==> config.mk <==
export PLATFORM = sky130hd
export DESIGN_NAME = wchop_top
export DESIGN_NICKNAME = d
export VERILOG_FILES = /design/src/rtl/wchop_pkg.sv /design/src/rtl/wchop_timer.sv /design/src/rtl/wchop_phase.sv /design/src/rtl/wchop_leg.sv /design/src/rtl/wchop_top.sv
export SDC_FILE = /design/constraint.sdc
export NUM_CORES = 1
export LEC_CHECK = 0
export BUFFER_PORTS_ARGS = -buffer_cell sky130_fd_sc_hd__buf_2
export CORE_ASPECT_RATIO = 0.9
export CORE_MARGIN = 5
export CORE_UTILIZATION = 40
export DETAILED_ROUTE_END_ITERATION = 12
export GPL_TIMING_DRIVEN = 0
export HOLD_SLACK_MARGIN = 0.12
export PLACE_DENSITY = 0.65
export SLEW_MARGIN = 20
export SYNTH_ARGS = -nofsm -noshare
export SYNTH_HDL_FRONTEND = slang
export SYNTH_SLANG_ARGS = --single-unit
export TNS_END_PERCENT = 20
==> constraint.sdc <==
create_clock -name clk -period 1.7 [get_ports clk]
set_input_delay 0.17 -clock clk [delete_from_list [all_inputs] [get_ports clk]]
set_output_delay 0.17 -clock clk [all_outputs]
set_load 0.02 [all_outputs]
==> src/rtl/wchop_pkg.sv <==
package wchop_pkg;

  typedef enum logic [1:0] {
    PH_OFF   = 2'd0,
    PH_DRIVE = 2'd1,
    PH_FAST  = 2'd2,
    PH_SLOW  = 2'd3
  } phase_e;

  typedef enum logic [1:0] {
    DK_SLOW  = 2'd0,
    DK_MIXED = 2'd1,
    DK_FAST  = 2'd2
  } decay_e;

  function automatic decay_e decode_decay(input logic [1:0] code);
    if (code == 2'b00)      return DK_SLOW;
    else if (code == 2'b01) return DK_MIXED;
    else                    return DK_FAST;
  endfunction

  // returns {hi, lo} request for leg 0 (output 1) or leg 1 (output 2)
  function automatic logic [1:0] leg_req(input phase_e ph, input logic pos,
                                         input logic leg);
    logic pol;
    logic [1:0] r;
    r = 2'b00;
    pol = (ph == PH_FAST) ? ~pos : pos;
    case (ph)
      PH_DRIVE, PH_FAST: r = ((pol ^ leg) == 1'b1) ? 2'b10 : 2'b01;
      PH_SLOW:           r = 2'b01;
      default:           r = 2'b00;
    endcase
    return r;
  endfunction

endpackage

==> src/rtl/wchop_timer.sv <==
module wchop_timer #(
  parameter int PER = 400,
  parameter int CW  = 9
) (
  input  logic          clk,
  input  logic          rst_n,
  input  logic          en,
  output logic [CW-1:0] cnt,
  output logic          wrap
);
  localparam logic [CW-1:0] LAST = CW'(PER - 1);

  assign wrap = en && (cnt == LAST);

  always_ff @(posedge clk or negedge rst_n) begin
    if (!rst_n)     cnt <= '0;
    else if (!en)   cnt <= '0;
    else if (wrap)  cnt <= '0;
    else            cnt <= cnt + 1'b1;
  end

  a_r8_restart: assert property (@(posedge clk) disable iff (!rst_n)
    !en |=> (cnt == '0));
  a_r2_period_wrap: assert property (@(posedge clk) disable iff (!rst_n)
    (en && cnt == LAST) |=> (cnt == '0));
endmodule

==> src/rtl/wchop_phase.sv <==
module wchop_phase
  import wchop_pkg::*;
#(
  parameter int CW    = 9,
  parameter int BLANK = 75,
  parameter int MIX   = 300
) (
  input  logic          clk,
  input  logic          rst_n,
  input  logic          en,
  input  logic          trip,
  input  logic          zero_det,
  input  logic          mag_falling,
  input  logic [1:0]    decay_sel,
  input  logic [CW-1:0] cnt,
  input  logic          wrap,
  output phase_e        phase
);
  localparam logic [CW-1:0] BLANK_M1 = CW'(BLANK - 1);
  localparam logic [CW-1:0] MIX_PT   = CW'(MIX);

  logic   chopped;
  logic   zhit;
  logic   accept;
  decay_e mode;
  phase_e fast_leg;

  assign mode     = decode_decay(decay_sel);
  assign accept   = en && !wrap && !chopped && trip && (cnt >= BLANK_M1);
  assign fast_leg = zhit ? PH_OFF : PH_FAST;

  always_comb begin
    phase = PH_DRIVE;
    if (!en) phase = PH_OFF;
    else if (chopped) begin
      case (mode)
        DK_SLOW:  phase = PH_SLOW;
        DK_FAST:  phase = fast_leg;
        default:  phase = (!mag_falling || cnt >= MIX_PT) ? PH_SLOW : fast_leg;
      endcase
    end
  end

  always_ff @(posedge clk or negedge rst_n) begin
    if (!rst_n) begin
      chopped <= 1'b0;
      zhit    <= 1'b0;
    end else if (!en || wrap) begin
      chopped <= 1'b0;
      zhit    <= 1'b0;
    end else begin
      if (accept) chopped <= 1'b1;
      if (phase == PH_FAST && zero_det) zhit <= 1'b1;
    end
  end

  a_r3_blank: assert property (@(posedge clk) disable iff (!rst_n)
    $rose(chopped) |-> ($past(cnt) >= BLANK_M1 && $past(trip)));
  a_r4_hold: assert property (@(posedge clk) disable iff (!rst_n)
    (chopped && en && !wrap) |=> chopped);
  a_r6_fast_after_trip: assert property (@(posedge clk) disable iff (!rst_n)
    (phase == PH_FAST) |-> (chopped && mode != DK_SLOW && !zhit));
endmodule

==> src/rtl/wchop_leg.sv <==
module wchop_leg #(
  parameter int DEAD = 8,
  parameter int DW   = 4
) (
  input  logic clk,
  input  logic rst_n,
  input  logic hi_req,
  input  logic lo_req,
  output logic hi_q,
  output logic lo_q
);
  localparam logic [DW-1:0] DEAD_V = DW'(DEAD);

  logic [DW-1:0] idle;
  logic          gap_done;

  assign gap_done = (idle >= DEAD_V);

  always_ff @(posedge clk or negedge rst_n) begin
    if (!rst_n) begin
      hi_q <= 1'b0;
      lo_q <= 1'b0;
      idle <= DEAD_V;
    end else if (hi_q && !hi_req) begin
      hi_q <= 1'b0;
      idle <= DW'(1);
    end else if (lo_q && !lo_req) begin
      lo_q <= 1'b0;
      idle <= DW'(1);
    end else if (!hi_q && !lo_q) begin
      if (hi_req && gap_done)      hi_q <= 1'b1;
      else if (lo_req && gap_done) lo_q <= 1'b1;
      else if (!gap_done)          idle <= idle + 1'b1;
    end
  end

  a_r10_exclusive: assert property (@(posedge clk) disable iff (!rst_n)
    !(hi_q && lo_q));
  a_r9_dead_hi: assert property (@(posedge clk) disable iff (!rst_n)
    $rose(hi_q) |-> ($past(idle) >= DEAD_V));
  a_r9_dead_lo: assert property (@(posedge clk) disable iff (!rst_n)
    $rose(lo_q) |-> ($past(idle) >= DEAD_V));
endmodule

==> src/rtl/wchop_top.sv <==
module wchop_top
  import wchop_pkg::*;
#(
  parameter int PER   = 400,
  parameter int BLANK = 75,
  parameter int MIX   = 300,
  parameter int DEAD  = 8
) (
  input  logic       clk,
  input  logic       rst_n,
  input  logic       en,
  input  logic       trip,
  input  logic       zero_det,
  input  logic       dir_pos,
  input  logic       mag_falling,
  input  logic [1:0] decay_sel,
  output logic       hi1_en,
  output logic       lo1_en,
  output logic       hi2_en,
  output logic       lo2_en
);
  localparam int CW = $clog2(PER);
  localparam int DW = $clog2(DEAD + 1);

  logic [CW-1:0] cnt;
  logic          wrap;
  phase_e        phase;
  logic [1:0]    leg_hi;
  logic [1:0]    leg_lo;

  wchop_timer #(.PER(PER), .CW(CW)) timer_i (
    .clk(clk), .rst_n(rst_n), .en(en), .cnt(cnt), .wrap(wrap)
  );

  wchop_phase #(.CW(CW), .BLANK(BLANK), .MIX(MIX)) phase_i (
    .clk(clk), .rst_n(rst_n), .en(en), .trip(trip), .zero_det(zero_det),
    .mag_falling(mag_falling), .decay_sel(decay_sel), .cnt(cnt),
    .wrap(wrap), .phase(phase)
  );

  for (genvar g = 0; g < 2; g++) begin : g_leg
    logic [1:0] req;
    assign req = leg_req(phase, dir_pos, 1'(g));
    wchop_leg #(.DEAD(DEAD), .DW(DW)) leg_i (
      .clk(clk), .rst_n(rst_n), .hi_req(req[1]), .lo_req(req[0]),
      .hi_q(leg_hi[g]), .lo_q(leg_lo[g])
    );
  end

  assign hi1_en = leg_hi[0] & en;
  assign lo1_en = leg_lo[0] & en;
  assign hi2_en = leg_hi[1] & en;
  assign lo2_en = leg_lo[1] & en;

  a_r8_gates_off: assert property (@(posedge clk) disable iff (!rst_n)
    !en |-> !(hi1_en || lo1_en || hi2_en || lo2_en));
  a_r5_slow_pattern: assert property (@(posedge clk) disable iff (!rst_n)
    (en && $past(phase) == PH_SLOW && phase == PH_SLOW && leg_lo[0] && leg_lo[1])
      |-> !(hi1_en || hi2_en));
endmodule

==> impl_metrics.env, run 1 <==
export IMPL_pin_count=13
export IMPL_slowest_delay_ns=0.37
export IMPL_vdd_drop_max_v=0.000403
export IMPL_vias_per_cell=5.23
export IMPL_power_mw=1.72
export IMPL_crit_family="compound AO/OA/AOI/OAI gates"
export IMPL_cp_slowest_cell="or3_1"
export IMPL_grt_first_pass_wirelength_um=4950
export IMPL_synth_seq_cells=23
export IMPL_hold_path_class="in2reg"
export IMPL_status="complete, no violations"
export IMPL_synth_net_count=166
export IMPL_antenna_found_initial=0
export IMPL_vias=1141
export IMPL_ctsHtreeMaxLevel=1
export IMPL_gr_total_overflow=0
export IMPL_tightest_slew_ns=0.510
export IMPL_fin_worst_skew_ns=0.00570
export IMPL_globalplace_congestion=0.777
export IMPL_fmax_mhz=604
export IMPL_arrival_ns=1.80
export IMPL_synthToLayoutAreaGrowth_pct=20.1
export IMPL_synth_edf_count=0
export IMPL_cts_tree="built"
export IMPL_ys_flop_type="dfrtp_1"
export IMPL_yosysWarnings=0
export IMPL_cts_buffers=3
export IMPL_max_slew_margin_pct=65.7
export IMPL_async_flop_share_pct=100
export IMPL_postLayoutCoreUtil_pct=49.9
export IMPL_synth_cells=151
export IMPL_cp_max_fo=7
export IMPL_worst_setup_path_end_kind="flip-flop"
export IMPL_drive_gt1_share_pct=25.3
export IMPL_drtPass1Iterations=4
export IMPL_total_leakage_power_nw=0.760
export IMPL_core_area_mm2=0.00338
export IMPL_yosysSeqAreaShare_pct=41.2
export IMPL_power_density_mw_per_mm2=1020
export IMPL_initial_core_util_pct=41.5
export IMPL_grt_max_degree=24
export IMPL_maxCapViolCount=0
export IMPL_fp_dieH_um=66.2
export IMPL_cts_sinks=23
export IMPL_num_rows=20
export IMPL_clkTransAtPathRegs_ns=0.08
export IMPL_insertion_delay_ns=0.26
export IMPL_cts_path_max_buffers=2
export IMPL_setup_violations=0
export IMPL_grt_pass1_vias=1088
export IMPL_worst_ep_required_time_ns=1.85
export IMPL_wl_um=2820
export IMPL_grt_usage_pct=13.1
export IMPL_finalCriticalPeriod_ns=1.66
export IMPL_slew_violations=0
export IMPL_startpoint_type="flip-flop"
export IMPL_portBuffers=12
export IMPL_hpwlAfterDp_um=1960
export IMPL_drt_initial_drc_count=42
export IMPL_die_area_mm2=0.00479
export IMPL_antenna_left=0
export IMPL_synth_cell_types=49
export IMPL_syn_cell_area_mm2=0.00140
export IMPL_path_cells="buf_4 -> a21oi_4 -> o2111a_1 -> o311ai_4 -> a21boi_2 -> or3_1"
export IMPL_die_w_um=72.4
export IMPL_diodes=0
export IMPL_route_detailed_drc=0
export IMPL_timing_final_crit_share_pct=97.4
export IMPL_path_class="reg2reg"
export IMPL_layout_nets=190
export IMPL_synth_area_per_cell_um2=9.29
export IMPL_critPathBufInv=1
export IMPL_routedWlPerCell_um=13.0
export IMPL_rsz0062_at_grt="yes"
export IMPL_clockRootBuffer="clkbuf_8"
export IMPL_finalHoldViolations=0
export IMPL_reg2reg_setup_slack_ns=0.04
cells in the mapped netlist (2+ instances only):
cell,instances,area [um^2]
and2_1,7,43.8
nand3_1,5,25.0
nand2_1,9,33.8
ha_1,6,75.1
o21ai_0,7,35.0
xor2_1,6,52.6
buf_2,2,10.0
nor3_1,5,25.0
a21oi_1,6,30.0
or3_1,2,12.5
a31oi_1,3,18.8
dfrtp_1,21,526
and3_1,2,12.5
xnor2_1,2,17.5
inv_1,11,41.3
nand4_1,3,18.8
nor2b_1,3,18.8
nor2_1,16,60.1
dfstp_2,2,52.6
nand3b_1,3,22.5
buf_6,2,22.5
power breakdown:
group,internal (mW),switching (mW)
registers,0.681,0.110
logic,0.282,0.302
clock network,0.167,0.174
total,1.13,0.586
cell type report:
class / count / area (um^2)
plain buffers: 5 / 38.8
clock buffers: 4 / 45.0
fillers: 319 / 1690
inverters: 11 / 41.3
multi-input cells: 111 / 800
flip-flops and latches: 23 / 582
well taps: 44 / 55.1
repair buffers: 20 / 123
worst reg2reg max path, delay by kind of cell, from the launching register on:
kind,cells,cell delay (ns)
AO/OA/AOI/OAI,4,0.69
AND/OR/NAND/NOR,1,0.37
flip-flops,1,0.33
buffers and inverters,1,0.15
kinds of logic after synthesis:
family                     count (synthesis)  synth area share (%)
xor gates and xnor gates                   8                  5.00
buffers and inverters                     17                  5.89
muxes                                      1                 0.714
DFF                                       23                  41.2
and+or+nand+nor                           60                  22.6
adders and majority gates                  6                  5.35
AOI/OAI and AO/OA                         36                  19.3
routing by layer:
metal  part of all wire, %  vias up  GRT usage (%)  wire [um]
met5                     0        -              0          0
li1                      -      574              -          -
met1                    45      543           16.9       1280
met3                   4.6        2           3.50        129
met2                    50       22           22.0       1410
met4                  0.39        0           2.76         11
stage by stage:
stage | std cells | TNS (ns) | hold slack (ns) | instance area, um^2 | worst slack (ns)
2_1_floorplan | 151 | 0 | -0.126 | 1400 | 0.0966
3_3_place_gp | 207 | -0.120 | 0.172 | 1520 | -0.120
3_5_place_dp | 207 | -0.147 | 0.177 | 1520 | -0.129
4_1_cts | 213 | -0.0516 | 0.165 | 1590 | -0.0216
5_1_grt | 218 | -0.182 | 0.186 | 1680 | -0.0577
6_report | 218 | 0 | 0.175 | 1680 | 0.0446
cell usage in the layout, fill, tap and decap left out, types with 2 or more instances in the layout:
cell type / netlist / routed
buf_6: 2 / 2
buf_2: 2 / 13
xnor2_1: 2 / 2
xor2_1: 6 / 6
o21ai_2: 0 / 2
dfstp_2: 2 / 2
a21oi_1: 6 / 6
clkbuf_1: 1 / 2
nor3_1: 5 / 5
nand4_1: 3 / 3
nand3_1: 5 / 5
and2_1: 7 / 7
nor2b_1: 3 / 3
dfrtp_2: 0 / 3
nor2_1: 16 / 15
o21ai_0: 7 / 5
clkbuf_8: 0 / 3
inv_1: 11 / 11
and3_1: 2 / 2
dfrtp_1: 21 / 18
buf_4: 0 / 8
ha_1: 6 / 6
nand2_1: 9 / 9
nand3b_1: 3 / 3
or3_1: 2 / 2
final timing paths:
kind / from / to / depth (start not counted)
max: timer_i.cnt[4] / g_leg[1].leg_i.idle[0] / 6
min in group asynchronous: rst_n / g_leg[0].leg_i.idle[2] / 2
min reg2reg: g_leg[0].leg_i.idle[3] / g_leg[0].leg_i.idle[3] / 1
min: trip / phase_i.chopped / 3
max reg2reg: timer_i.cnt[4] / g_leg[1].leg_i.idle[0] / 6
max in group asynchronous: rst_n / timer_i.cnt[5] / 2
sequential cells by signal, summed over array words and instances (netlist names):
signal / flops
g_leg.leg_i.hi_q: 2
timer_i.cnt: 9
phase_i.zhit: 1
phase_i.chopped: 1
g_leg.leg_i.idle: 8
g_leg.leg_i.lo_q: 2
timing repair:
action | 4_1_cts | 5_1_grt
buffers inserted | 2 | 5
resized for setup | 3 | 13
setup endpoints to repair | 6 | 14
hold buffers | 1 | 0
cloned | 0 | 0
pin swaps | 2 | 3
endpoints found under the hold margin | 21 | 0
(Power assumes the default switching activity.)
==> run 2, diff against run 1 <==
ABC_AREA = 1   (was not set)
PLACE_DENSITY = 0.64   (was 0.65)
RECOVER_POWER = 50   (was not set)
==> impl_metrics.env, run 2 <==
export IMPL_core_area_mm2=0.00345
export IMPL_synth_edf_count=0
export IMPL_finalHoldViolations=0
export IMPL_grt_first_pass_wirelength_um=4690
export IMPL_arrival_ns=1.75
export IMPL_fin_cells=245
export IMPL_hold_ws_ns=0.161
export IMPL_fin_worst_skew_ns=0.00608
export IMPL_place_ws_ns=0.0830
export IMPL_gr_total_overflow=0
export IMPL_route_detailed_drc=0
export IMPL_slew_violations=0
export IMPL_grt_max_degree=24
export IMPL_synth_top_cells_by_count="32 x nand2_1, 30 x inv_1, 21 x dfrtp_1"
export IMPL_layout_nets=217
export IMPL_wl_um=2670
export IMPL_syn_cell_area_mm2=0.00146
export IMPL_cp_max_fo=8
export IMPL_synthTopCellsByArea="dfrtp_1 36%, nand2_1 8.2%, inv_1 7.7%, ha_1 5.1%, nor2_1 4.9%"
export IMPL_finalCriticalPeriod_ns=1.59
export IMPL_timing_final_crit_share_pct=93.6
export IMPL_grt_pass1_vias=1072
export IMPL_total_leakage_power_nw=0.863
export IMPL_drtPass1Iterations=4
export IMPL_initial_core_util_pct=42.3
export IMPL_setup_ws_ns=0.109
export IMPL_setup_tns_ns=0
export IMPL_vias=1174
export IMPL_maxCapViolCount=0
export IMPL_grt_usage_pct=12.4
export IMPL_synth_top_area_share_pct=36.0
export IMPL_cts_buffers=3
export IMPL_power_density_mw_per_mm2=1110
export IMPL_placedCellCount=238
export IMPL_globalplace_congestion=0.848
export IMPL_yosysWarnings=0
export IMPL_synth_cells=183
export IMPL_worst_ep_required_time_ns=1.86
export IMPL_synth_net_count=198
export IMPL_die_area_mm2=0.00496
export IMPL_die_w_um=73.7
export IMPL_startpoint_type="flip-flop"
export IMPL_synth_cell_types=33
export IMPL_worst_setup_path_end_kind="flip-flop"
export IMPL_ff_latch_area_um2=579
export IMPL_largest_reg_flops=9
export IMPL_max_slew_margin_pct=62.0
export IMPL_reg_top3="timer_i.cnt: 9 flops, g_leg.leg_i.idle: 8 flops"
export IMPL_tightest_slew_ns=0.570
export IMPL_num_rows=20
export IMPL_cts_tree="built"
export IMPL_synth_area_per_cell_um2=7.98
export IMPL_hpwlAfterDp_um=1980
export IMPL_path_class="reg2reg"
export IMPL_synth_most_common_cell="nand2_1"
export IMPL_synth_seq_cells=23
export IMPL_clockRootBuffer="clkbuf_8"
export IMPL_pin_count=13
export IMPL_fmax_mhz=629
export IMPL_final_common_cell="nand2_1"
export IMPL_synthToLayoutAreaGrowth_pct=13.9
export IMPL_portBuffers=11
export IMPL_ctsHtreeMaxLevel=1
export IMPL_fp_dieH_um=67.3
export IMPL_diodes=0
export IMPL_multi_input_area_um2=756
export IMPL_regMostFlops="timer_i.cnt"
export IMPL_postLayoutCoreUtil_pct=48.2
export IMPL_final_cell_area_mm2=0.00166
export IMPL_drt_initial_drc_count=76
export IMPL_antenna_found_initial=0
export IMPL_yosysSeqAreaShare_pct=39.6
export IMPL_routedWlPerCell_um=10.9
export IMPL_yosysTopAreaCell="dfrtp_1"
export IMPL_final_cell_mix="30 x nand2_1, 28 x inv_1, 20 x dfrtp_1, 19 x nor2_1"
export IMPL_status="complete, no violations"
export IMPL_ys_flop_type="dfrtp_1"
export IMPL_setup_violations=0
export IMPL_antenna_left=0
export IMPL_clkTransAtPathRegs_ns=0.08
export IMPL_cts_path_max_buffers=2
export IMPL_power_mw=1.84
export IMPL_hold_path_class="in2reg"
export IMPL_async_flop_share_pct=100
export IMPL_drive_gt1_share_pct=26.4
export IMPL_cts_sinks=23
export IMPL_n_fill_cell=351
export IMPL_insertion_delay_ns=0.27
export IMPL_vdd_drop_max_v=0.000557
export IMPL_vias_per_cell=4.79
export IMPL_post_dp_cell_area_mm2=0.00157
## run 2: cell count changes after synthesis, sizes merged, moves of 3 or more
cell   before  now
nand2       9   40
inv        11   35
nand3       5   20
and2        7    0
xor2        6    1
a21oi       7   11
nor2       16   20
nor2b       3    0
## run 2: final timing paths
path	startpoint	to	slack, ns	depth (start not counted)
worst max-delay path	timer_i.cnt[6]	g_leg[0].leg_i.idle[0]	0.11	12
worst min-delay path	zero_det	phase_i.zhit	0.16	3
worst max register to register	timer_i.cnt[6]	g_leg[0].leg_i.idle[0]	0.11	12
worst min register to register	timer_i.cnt[0]	timer_i.cnt[0]	0.46	1
max in group asynchronous	rst_n	timer_i.cnt[7]	0.87	2
min in group asynchronous	rst_n	g_leg[0].leg_i.hi_q	0.42	2
## run 2: routing by layer
metal | GRT usage [%] | routed length [um] | part of all wire (%)
met5 | 0 | 0 | 0
met4 | 4.75 | 44 | 1.6
met3 | 3.13 | 138 | 5.2
met2 | 18.0 | 1110 | 41
met1 | 17.5 | 1380 | 52
## run 2: timing repair
item,4_1_cts,5_1_grt
buffers inserted,0,2
endpoints found under the setup margin,0,8
hold buffers,1,0
resized for setup,0,8
hold endpoints to repair,21,0
## run 2: layout make-up
type | count | share of cell area, %
well taps | 44 | 3.31
plain buffers | 2 | 0.978
repair buffers | 14 | 4.82
inverters | 35 | 7.90
multi-input cells | 123 | 45.4
flip-flops and latches | 23 | 34.8
clock buffers | 4 | 2.71
## run 2: kinds of logic (layout without fill, tap and decap cells)
family | count (synthesis) | count (layout) | synth area share (%)
flip-flops | 23 | 23 | 39.6
buffers and inverters | 37 | 55 | 10.1
adder cells (fa/ha/maj) | 6 | 6 | 5.14
AND/OR/NAND/NOR | 94 | 94 | 34.8
AO/OA/AOI/OAI | 21 | 21 | 9.17
XOR/XNOR | 2 | 2 | 1.20
## run 2: power by group
part	internal (mW)	switching, mW	leakage, nW
clock	0.168	0.179	0.0228
combinational	0.291	0.378	0.542
sequential	0.690	0.132	0.298
## run 2: worst max-delay path, cell delays in order (launching register included)
cell,delay (ns)
dfrtp_1,0.38
buf_6,0.13
nor2_2,0.11
nand3_2,0.08
nand3_2,0.08
nand2_4,0.08
nand3_4,0.09
nand2_2,0.06
nand2_1,0.07
nand2_2,0.08
nand2_4,0.09
a21boi_1,0.16
nand2_1,0.06
